<file path="src/rtl/ovs_pkg.sv">
package ovs_pkg;
    typedef enum logic [0:0] {
        ST_COLLECT = 1'b0,
        ST_OFFER   = 1'b1
    } ovs_state_e;
endpackage

</file>
<file path="src/rtl/ovs_cfgwatch.sv">
module ovs_cfgwatch #(
    parameter int EXP_W = 4
) (
    input  logic             clk,
    input  logic             rst,
    input  logic [EXP_W-1:0] cfg_exp,
    output logic             flush
);
    logic [EXP_W-1:0] cfg_q;

    always_ff @(posedge clk) begin
        cfg_q <= cfg_exp;
    end

    // no flush while in reset: the register is loaded from the live value
    assign flush = !rst && (cfg_q != cfg_exp);
endmodule

</file>
<file path="src/rtl/ovs_accum.sv">
module ovs_accum #(
    parameter int DATA_W  = 12,
    parameter int MAX_EXP = 8,
    parameter int EXP_W   = 4
) (
    input  logic              clk,
    input  logic              rst,
    input  logic              clr,
    input  logic              take,
    input  logic [EXP_W-1:0]  shamt,
    input  logic [DATA_W-1:0] din,
    output logic              last,
    output logic [DATA_W-1:0] avg
);
    localparam int ACC_W = DATA_W + MAX_EXP;
    localparam int CNT_W = MAX_EXP + 1;

    logic [ACC_W-1:0] acc_q;
    logic [ACC_W-1:0] sum;
    logic [CNT_W-1:0] cnt_q;
    logic [CNT_W-1:0] mask;

    always_comb begin
        sum  = acc_q + ACC_W'(din);
        mask = (CNT_W'(1) << shamt) - CNT_W'(1);
        last = (cnt_q == mask);
        avg  = DATA_W'(sum >> shamt);
    end

    always_ff @(posedge clk) begin
        if (rst || clr) begin
            acc_q <= '0;
            cnt_q <= '0;
        end else if (take) begin
            if (last) begin
                acc_q <= '0;
                cnt_q <= '0;
            end else begin
                acc_q <= sum;
                cnt_q <= cnt_q + CNT_W'(1);
            end
        end
    end
endmodule

</file>
<file path="src/rtl/ovs_ctrl.sv">
module ovs_ctrl
    import ovs_pkg::*;
#(
    parameter int DATA_W = 12
) (
    input  logic              clk,
    input  logic              rst,
    input  logic              flush,
    input  logic              smp_valid,
    input  logic              last,
    input  logic [DATA_W-1:0] avg,
    input  logic              res_ready,
    output logic              take,
    output logic              smp_ready,
    output logic              res_valid,
    output logic [DATA_W-1:0] res_data,
    output logic              evt_sample,
    output logic              evt_result
);
    ovs_state_e state_q;
    ovs_state_e state_d;

    always_comb begin
        state_d = state_q;
        unique case (state_q)
            ST_COLLECT: if (take && last) state_d = ST_OFFER;   // BATCH_DONE
            ST_OFFER:   if (res_ready)    state_d = ST_COLLECT; // WRITTEN
            default:    state_d = ST_COLLECT;
        endcase
    end

    always_ff @(posedge clk) begin
        if (rst) state_q <= ST_COLLECT;
        else     state_q <= state_d;
    end

    always_comb begin
        smp_ready  = (state_q == ST_COLLECT) && !flush;
        take       = smp_ready && smp_valid;
        res_valid  = (state_q == ST_OFFER);
        evt_result = res_valid && res_ready;
    end

    always_ff @(posedge clk) begin
        if (rst) begin
            res_data   <= '0;
            evt_sample <= 1'b0;
        end else begin
            evt_sample <= take;
            if (take && last) res_data <= avg;
        end
    end
endmodule

</file>
<file path="src/rtl/ovs_avg.sv">
module ovs_avg #(
    parameter int DATA_W  = 12,
    parameter int MAX_EXP = 8,
    parameter int EXP_W   = 4
) (
    input  logic              clk,
    input  logic              rst,
    input  logic [EXP_W-1:0]  cfg_exp,
    input  logic              smp_valid,
    input  logic [DATA_W-1:0] smp_data,
    output logic              smp_ready,
    output logic              res_valid,
    output logic [DATA_W-1:0] res_data,
    input  logic              res_ready,
    output logic              evt_sample,
    output logic              evt_result
);
    logic             flush;
    logic             take;
    logic             last;
    logic [DATA_W-1:0] avg;
    logic [EXP_W-1:0] shamt;

    assign shamt = (cfg_exp > EXP_W'(MAX_EXP)) ? EXP_W'(MAX_EXP) : cfg_exp;

    ovs_cfgwatch #(.EXP_W(EXP_W)) u_watch (
        .clk(clk), .rst(rst), .cfg_exp(cfg_exp), .flush(flush)
    );

    ovs_accum #(.DATA_W(DATA_W), .MAX_EXP(MAX_EXP), .EXP_W(EXP_W)) u_accum (
        .clk(clk), .rst(rst), .clr(flush), .take(take), .shamt(shamt),
        .din(smp_data), .last(last), .avg(avg)
    );

    ovs_ctrl #(.DATA_W(DATA_W)) u_ctrl (
        .clk(clk), .rst(rst), .flush(flush), .smp_valid(smp_valid),
        .last(last), .avg(avg), .res_ready(res_ready), .take(take),
        .smp_ready(smp_ready), .res_valid(res_valid), .res_data(res_data),
        .evt_sample(evt_sample), .evt_result(evt_result)
    );
endmodule

</file>
<file path="config.mk">
export PLATFORM = sky130hd
export DESIGN_NAME = ovs_avg
export DESIGN_NICKNAME = d
export VERILOG_FILES = /design/src/rtl/ovs_pkg.sv /design/src/rtl/ovs_cfgwatch.sv /design/src/rtl/ovs_accum.sv /design/src/rtl/ovs_ctrl.sv /design/src/rtl/ovs_avg.sv
export SDC_FILE = /design/constraint.sdc
export NUM_CORES = 1
export LEC_CHECK = 0
export BUFFER_PORTS_ARGS = -buffer_cell sky130_fd_sc_hd__buf_2
export CAP_MARGIN = 10
export CORE_ASPECT_RATIO = 1.2
export CORE_MARGIN = 4
export CORE_UTILIZATION = 40
export CTS_CLUSTER_DIAMETER = 200
export DETAILED_ROUTE_END_ITERATION = 10
export GPL_TIMING_DRIVEN = 0
export SLEW_MARGIN = 20
export SYNTH_ARGS = -nofsm -noshare
export SYNTH_HDL_FRONTEND = slang
export SYNTH_SLANG_ARGS = --single-unit
</file>
<file path="constraint.sdc">
create_clock -name clk -period 5.4 [get_ports clk]
set_input_delay 0.81 -clock clk [delete_from_list [all_inputs] [get_ports clk]]
set_output_delay 0.81 -clock clk [all_outputs]
set_load 0.02 [all_outputs]
</file>
Yosys cells after proc, flatten, opt, wreduce, memory -nomap -nowiden
Index checks and enable logic that the tools add are counted.
- input bits: 20
- register bits: 47
- word-level logic and storage cells: 29
- multiplexer cells: 6
- bitwise logic cells: 1
- magnitude comparators: 1
- eq/ne operators: 2
- reductions and logical operators: 8
- add/subtract/negate cells: 3
- shifts and indexed selects: 2
- operators by type and width (operator ; count):
    $add A20 B12 Y20 ; 1
    $mux W20 ; 1
    $shr A20 B4 Y12 ; 1
    $add A9 B1 Y9 const B ; 1
    $eq A9 B9 Y1 ; 1
    $mux W9 ; 1
    $shl A1 B4 Y9 const A ; 1
    $sub A9 B2 Y9 const B ; 1
    $logic_and A1 B1 Y1 ; 5
    $gt A4 B4 Y1 const B ; 1
    $mux W4 ; 1
    $ne A4 B4 Y1 ; 1
    $logic_not A1 Y1 ; 2
    $mux W1 ; 2
    $pmux W1 S2 ; 1
    $logic_or A1 B1 Y1 ; 1
    $not A1 Y1 ; 1

Depth between registers and ports, before layout
- word-level depth: 8
- mapped depth: 14
- gate-level depth less buffers: 11

Hierarchy
A second synthesis with hierarchy kept.
- cells, all modules: 488
- area total of the unflattened synthesis: 3942.5 um2
- by module, submodules not included (module ; seq. area each (um2) ; cells an instance ; area an instance (um2) ; times used):
    ovs_accum ; 580.6 ; 414 ; 3160.5 ; 1
    ovs_ctrl ; 280.3 ; 61 ; 635.6 ; 1
    ovs_cfgwatch ; 80.1 ; 9 ; 123.9 ; 1
    ovs_avg ; 0.0 ; 4 ; 22.5 ; 1

Worst setup path before layout
Ideal clock, no wire load.
- path kind: input to register
- from: input port cfg_exp[3]
- to: register u_ctrl.res_data[8]
- buffers on the path: 3
- cell stages on the path: 13
- required time: 5.283 ns
- setup slack: 1.860 ns
- data arrival time: 3.423 ns
- cell sequence: buf_2 -> nor2b_1 -> clkbuf_1 -> nand2_1 -> ha_1 -> or3_1 -> a211oi_1 -> o21ai_1 -> a211oi_4 -> and2_4 -> buf_6 -> nor2_1 -> a22o_1
- word-level cells in the longest chain between the ends: 6
- elaborated cells on any way between the ends: 12
- those cells by class: 1 x add/sub; 1 x order compare; 2 x eq/ne; 2 x shift; 1 x mux; 5 x reduce/logical
- RTL lines (item ; RTL line ; RTL):
    start, declared ; ovs_avg.sv:8 ; input logic [EXP_W-1:0] cfg_exp,
    $gt A4 B4 Y1 / $ne A4 B4 Y1 (equally long branches) ; ovs_avg.sv:24, ovs_cfgwatch.sv:16 ;
    $mux W4 / $logic_and A1 B1 Y1 (equally long branches) ; ovs_avg.sv:24, ovs_cfgwatch.sv:16 ;
    $shl A1 B4 Y9 / $logic_not A1 Y1 (equally long branches) ; ovs_accum.sv:25, ovs_ctrl.sv:38 ;
    $sub A9 B2 Y9 / $logic_and A1 B1 Y1 (equally long branches) ; ovs_accum.sv:25, ovs_ctrl.sv:38 ;
    $eq A9 B9 Y1 / $logic_and A1 B1 Y1 (equally long branches) ; ovs_accum.sv:26, ovs_ctrl.sv:39 ;
    $logic_and A1 B1 Y1 ; ovs_ctrl.sv:50 ; if (take && last) res_data <= avg;
    end signal, assigned ; ovs_ctrl.sv:50 ;
    end, declared ; ovs_ctrl.sv:16 ; output logic [DATA_W-1:0] res_data,
Several ways; a longest one is shown, not always the timed one.
A chain may end at the register's enable or synchronous reset.

Final worst setup path
- from: input port cfg_exp[3]
- to: register u_accum.acc_q[5]
- word-level cells in the longest chain between the ends: 6
- elaborated cells on any way between the ends: 12
- those cells by class: 1 x add/sub; 1 x order compare; 2 x eq/ne; 1 x shift; 2 x mux; 5 x reduce/logical
- RTL lines (item ; RTL line ; RTL):
    $gt A4 B4 Y1 ; ovs_avg.sv:24 ; assign shamt = (cfg_exp > EXP_W'(MAX_EXP)) ? EXP_W'(MAX_EXP) : cfg_exp;
    $mux W4 ; ovs_avg.sv:24 ;
    $shl A1 B4 Y9 ; ovs_accum.sv:25 ; mask = (CNT_W'(1) << shamt) - CNT_W'(1);
    $sub A9 B2 Y9 ; ovs_accum.sv:25 ;
    $eq A9 B9 Y1 ; ovs_accum.sv:26 ; last = (cnt_q == mask);
    $mux W20 ; ovs_accum.sv:35 ; if (last) begin
    end signal, assigned ; ovs_accum.sv:39 ; acc_q <= sum;
    end, declared ; ovs_accum.sv:18 ; logic [ACC_W-1:0] acc_q;
Several ways; a longest one is shown, not always the timed one.

==> metrics.txt <==
min setup slack post-route about 1.2 ns; WL/cell 17.8 um; Placed Instances 685; die area 11800 um^2; CP max FO 10; number of max-cap violations 0; Synth Cell Area approximately 4000 um^2; Clock Power Share between 30% and 40%; CP endpoint kind flip-flop; Final Non-Filler Cells roughly 690; status finished, final reports clean; fin nets 604; Tot Pwr between 800 and 900 uW; Max VDD drop 0.000125 V; Detailed Route Iter0 Violations ~240; share of layout cells above drive strength 1 between 15 and 20%; num ports 36; Setup Fix Bufs, Post-CTS 0; leakage between 1.5 and 2 nW; RSZ-0062 raised after global routing false; nature of the critical path startpoint input port; Post-synth EDFFs 0; pre-CTS WS 0.939 ns; Clock Latency Late Sink 0.30 ns; Crit Path Category in2reg; Sum Neg Setup Slack 0 ns; global router's overall resource usage approximately a fifth; DP Area roughly 4400 um^2; synth unique cells between 80 and 90; Remaining DRCs 0; # hold bufs at CTS 0; Critical R2R Capture u_ctrl.res_data[5]$_SDFFE_PP0P_; Site Rows 39; Worst Setup EP u_accum.acc_q[5]$_SDFFE_PP0P_; CP Launch Point cfg_exp[3]; placer's final routability congestion estimate about 0.9; routed via count about 4100; Root Driver clkbuf_16; worst r2r src u_accum.acc_q[0]$_SDFFE_PP0P_; Die Wd 99.7 um; Most used DFF post-synth dfxtp_1; largest net degree at the start of global routing 16; Setup Skew between 0.009 and 0.01 ns; final instance area about 4500 um^2; Final Cycle Share about 77%; CTS HTree Levels 2; Starting Density 41.8%; share of the synthesized area in the top cell type 23.3%; flop-to-flop setup slack 2.29 ns; worst endpoint required time between 5 and 6 ns; Worst-path clk slew 0.06 ns; Reg2Reg Depth 11; clock buffer depth 2; Hold Fails Final Rpt 0; vias in the first global route ~3800; IO buf count 34; sequential power share 42.7%; Pre-antenna DRT Iters 5; Tightest Pin Transition 0.729 ns; internal power 575 uW; count of state elements after synthesis between 40 and 50; Synth area leader dfxtp_1; Post-synth ARST share 0%; Total Wirelength about 12000 um; CP Data Arrival Time 4.32 ns; Tmin final ~4.2 ns; Fmax achieved 240 MHz; total core area ~9700 um^2; post-cts resize count 0; switching share of power just under 30%; Hold Crit Class reg2reg; Ant. Diodes 0; sequential area share after synthesis approximately a quarter; Slew Limit Fails 0; fillers between 900 and 1000; antenna violations before repair 0; # clock sinks between 40 and 50; clock buffer count from CTS 5; Final setup viols 0; pwr dens 182 nW/um^2; combinational share of power 18.8%; CTS tree yes; Cells after Synth about 530; commonest non-fill, non-tap cells in the layout nor2_1 (59), buf_2 (51), nand2_1 (48); Avg Vias per Cell around 6; GRT overflow 0; syn nets around 560; dpl hpwl ~9600 um; Area growth syn-to-layout 11.6%; Die Y around 120 um; ranking of synthesized cells by area dfxtp_1 (23%), nor2_1 (5.5%), a21oi_1 (5.1%), nand2_1 (4.5%), ha_1 (4.3%); Slew headroom 51.4%; commonest non-fill, non-tap cell in the layout nor2_1; Synthesis Warnings 0; first-pass GRT wire length between 20000 and 25000 um; P_sw ~240 uW; syn avg cell area between 7 and 8 um^2; post-route antenna net violation count 0
## synth_stat cells, types with 5 or more instances
library cell	number
nor3_1	17
dfxtp_1	47
nand3b_1	6
clkbuf_1	17
a31oi_1	6
and3_1	5
o21ai_1	10
nand2_1	48
a211oi_1	8
nand3_1	19
a21oi_1	41
buf_2	17
or3_1	6
inv_1	11
o21ai_0	15
nand4_1	11
a22oi_1	7
xnor2_1	14
nor2b_1	5
ha_1	14
o221ai_1	5
a21o_1	5
o211ai_1	9
nand2b_1	12
mux2i_1	9
nor2_1	59
xor2_1	16
## sequential cells by signal (all words and copies together) (netlist names)
| register | cells |
|---|---|
| u_watch.cfg_q | 4 |
| u_ctrl.res_valid | 1 |
| u_accum.cnt_q | 9 |
| u_ctrl.evt_sample | 1 |
| u_ctrl.res_data | 12 |
| u_accum.acc_q | 20 |
## per-stage QoR
step / hold slack, ns / util (%)
floorplan: 0.436 / -
global route: 0.478 / 46.6
finish: 0.452 / 46.6
detailed placement: 0.446 / 45.1
CTS: 0.456 / 46.6
global placement: 0.441 / 45.1
## cell families after synthesis
logic type               Yosys count  synth area share, %
buffers and inverters             51                 5.74
XOR/XNOR                          30                 6.51
AND/OR/NAND/NOR                  219                 28.3
flip-flops                        47                 23.3
adder cells (fa/ha/maj)           15                 4.84
AO/OA/AOI/OAI                    154                 27.7
multiplexers                      12                 3.63
## critical path: stages
cell and delay [ns]:
buf_2 0.15, buf_2 0.21, nor2b_1 0.39, clkbuf_1 0.45, nand2_1 0.11, ha_1 0.25, or3_1 0.32, a211oi_1 0.29
o21ai_1 0.16, a211oi_4 0.33, clkbuf_1 0.55, nor3_1 0.11, a21oi_1 0.14, nor2_1 0.05
## power groups by stage
stage | Clock (mW) | Sequential [mW] | Combinational [mW]
finish | 0.315 | 0.350 | 0.154
global route | 0.339 | 0.350 | 0.169
CTS | 0.325 | 0.350 | 0.152
detailed placement | 0 | 0.358 | 0.151
global placement | 0 | 0.358 | 0.150
floorplan | 0 | 0.358 | 0.107
## worst min-delay path by stage
stage | from | endpoint | cells after the start
floorplan | u_accum.acc_q[0]$_SDFFE_PP0P_ | u_accum.acc_q[0]$_SDFFE_PP0P_ | 2
global placement | u_ctrl.res_data[1]$_SDFFE_PP0P_ | u_ctrl.res_data[1]$_SDFFE_PP0P_ | 2
detailed placement | u_ctrl.res_data[1]$_SDFFE_PP0P_ | u_ctrl.res_data[1]$_SDFFE_PP0P_ | 2
CTS | u_ctrl.res_data[1]$_SDFFE_PP0P_ | u_ctrl.res_data[1]$_SDFFE_PP0P_ | 2
global route | u_ctrl.res_data[1]$_SDFFE_PP0P_ | u_ctrl.res_data[1]$_SDFFE_PP0P_ | 2
finish | u_ctrl.res_data[1]$_SDFFE_PP0P_ | u_ctrl.res_data[1]$_SDFFE_PP0P_ | 2
## metal layers
layer	wire length, um	track usage [%]	part of all wire [%]	up-vias
met5	0	0	0	-
met3	745	2.61	6.0	20
met2	5850	34.4	47	147
met4	263	6.92	2.1	0
li1	-	-	-	2035
met1	5490	28.8	44	1940
## cell type report
class	instances	area, um^2	share of cell area, %
inverter	13	48.8	1.08
timing repair buffer	34	170	3.78
sequential	47	941	20.9
clock buffer	5	125	2.78
tap	123	154	3.42
clock inverter	3	18.8	0.417
multi-input combinational	430	2860	63.6
buffer	38	183	4.06
Power figures use the tool's default switching activity.
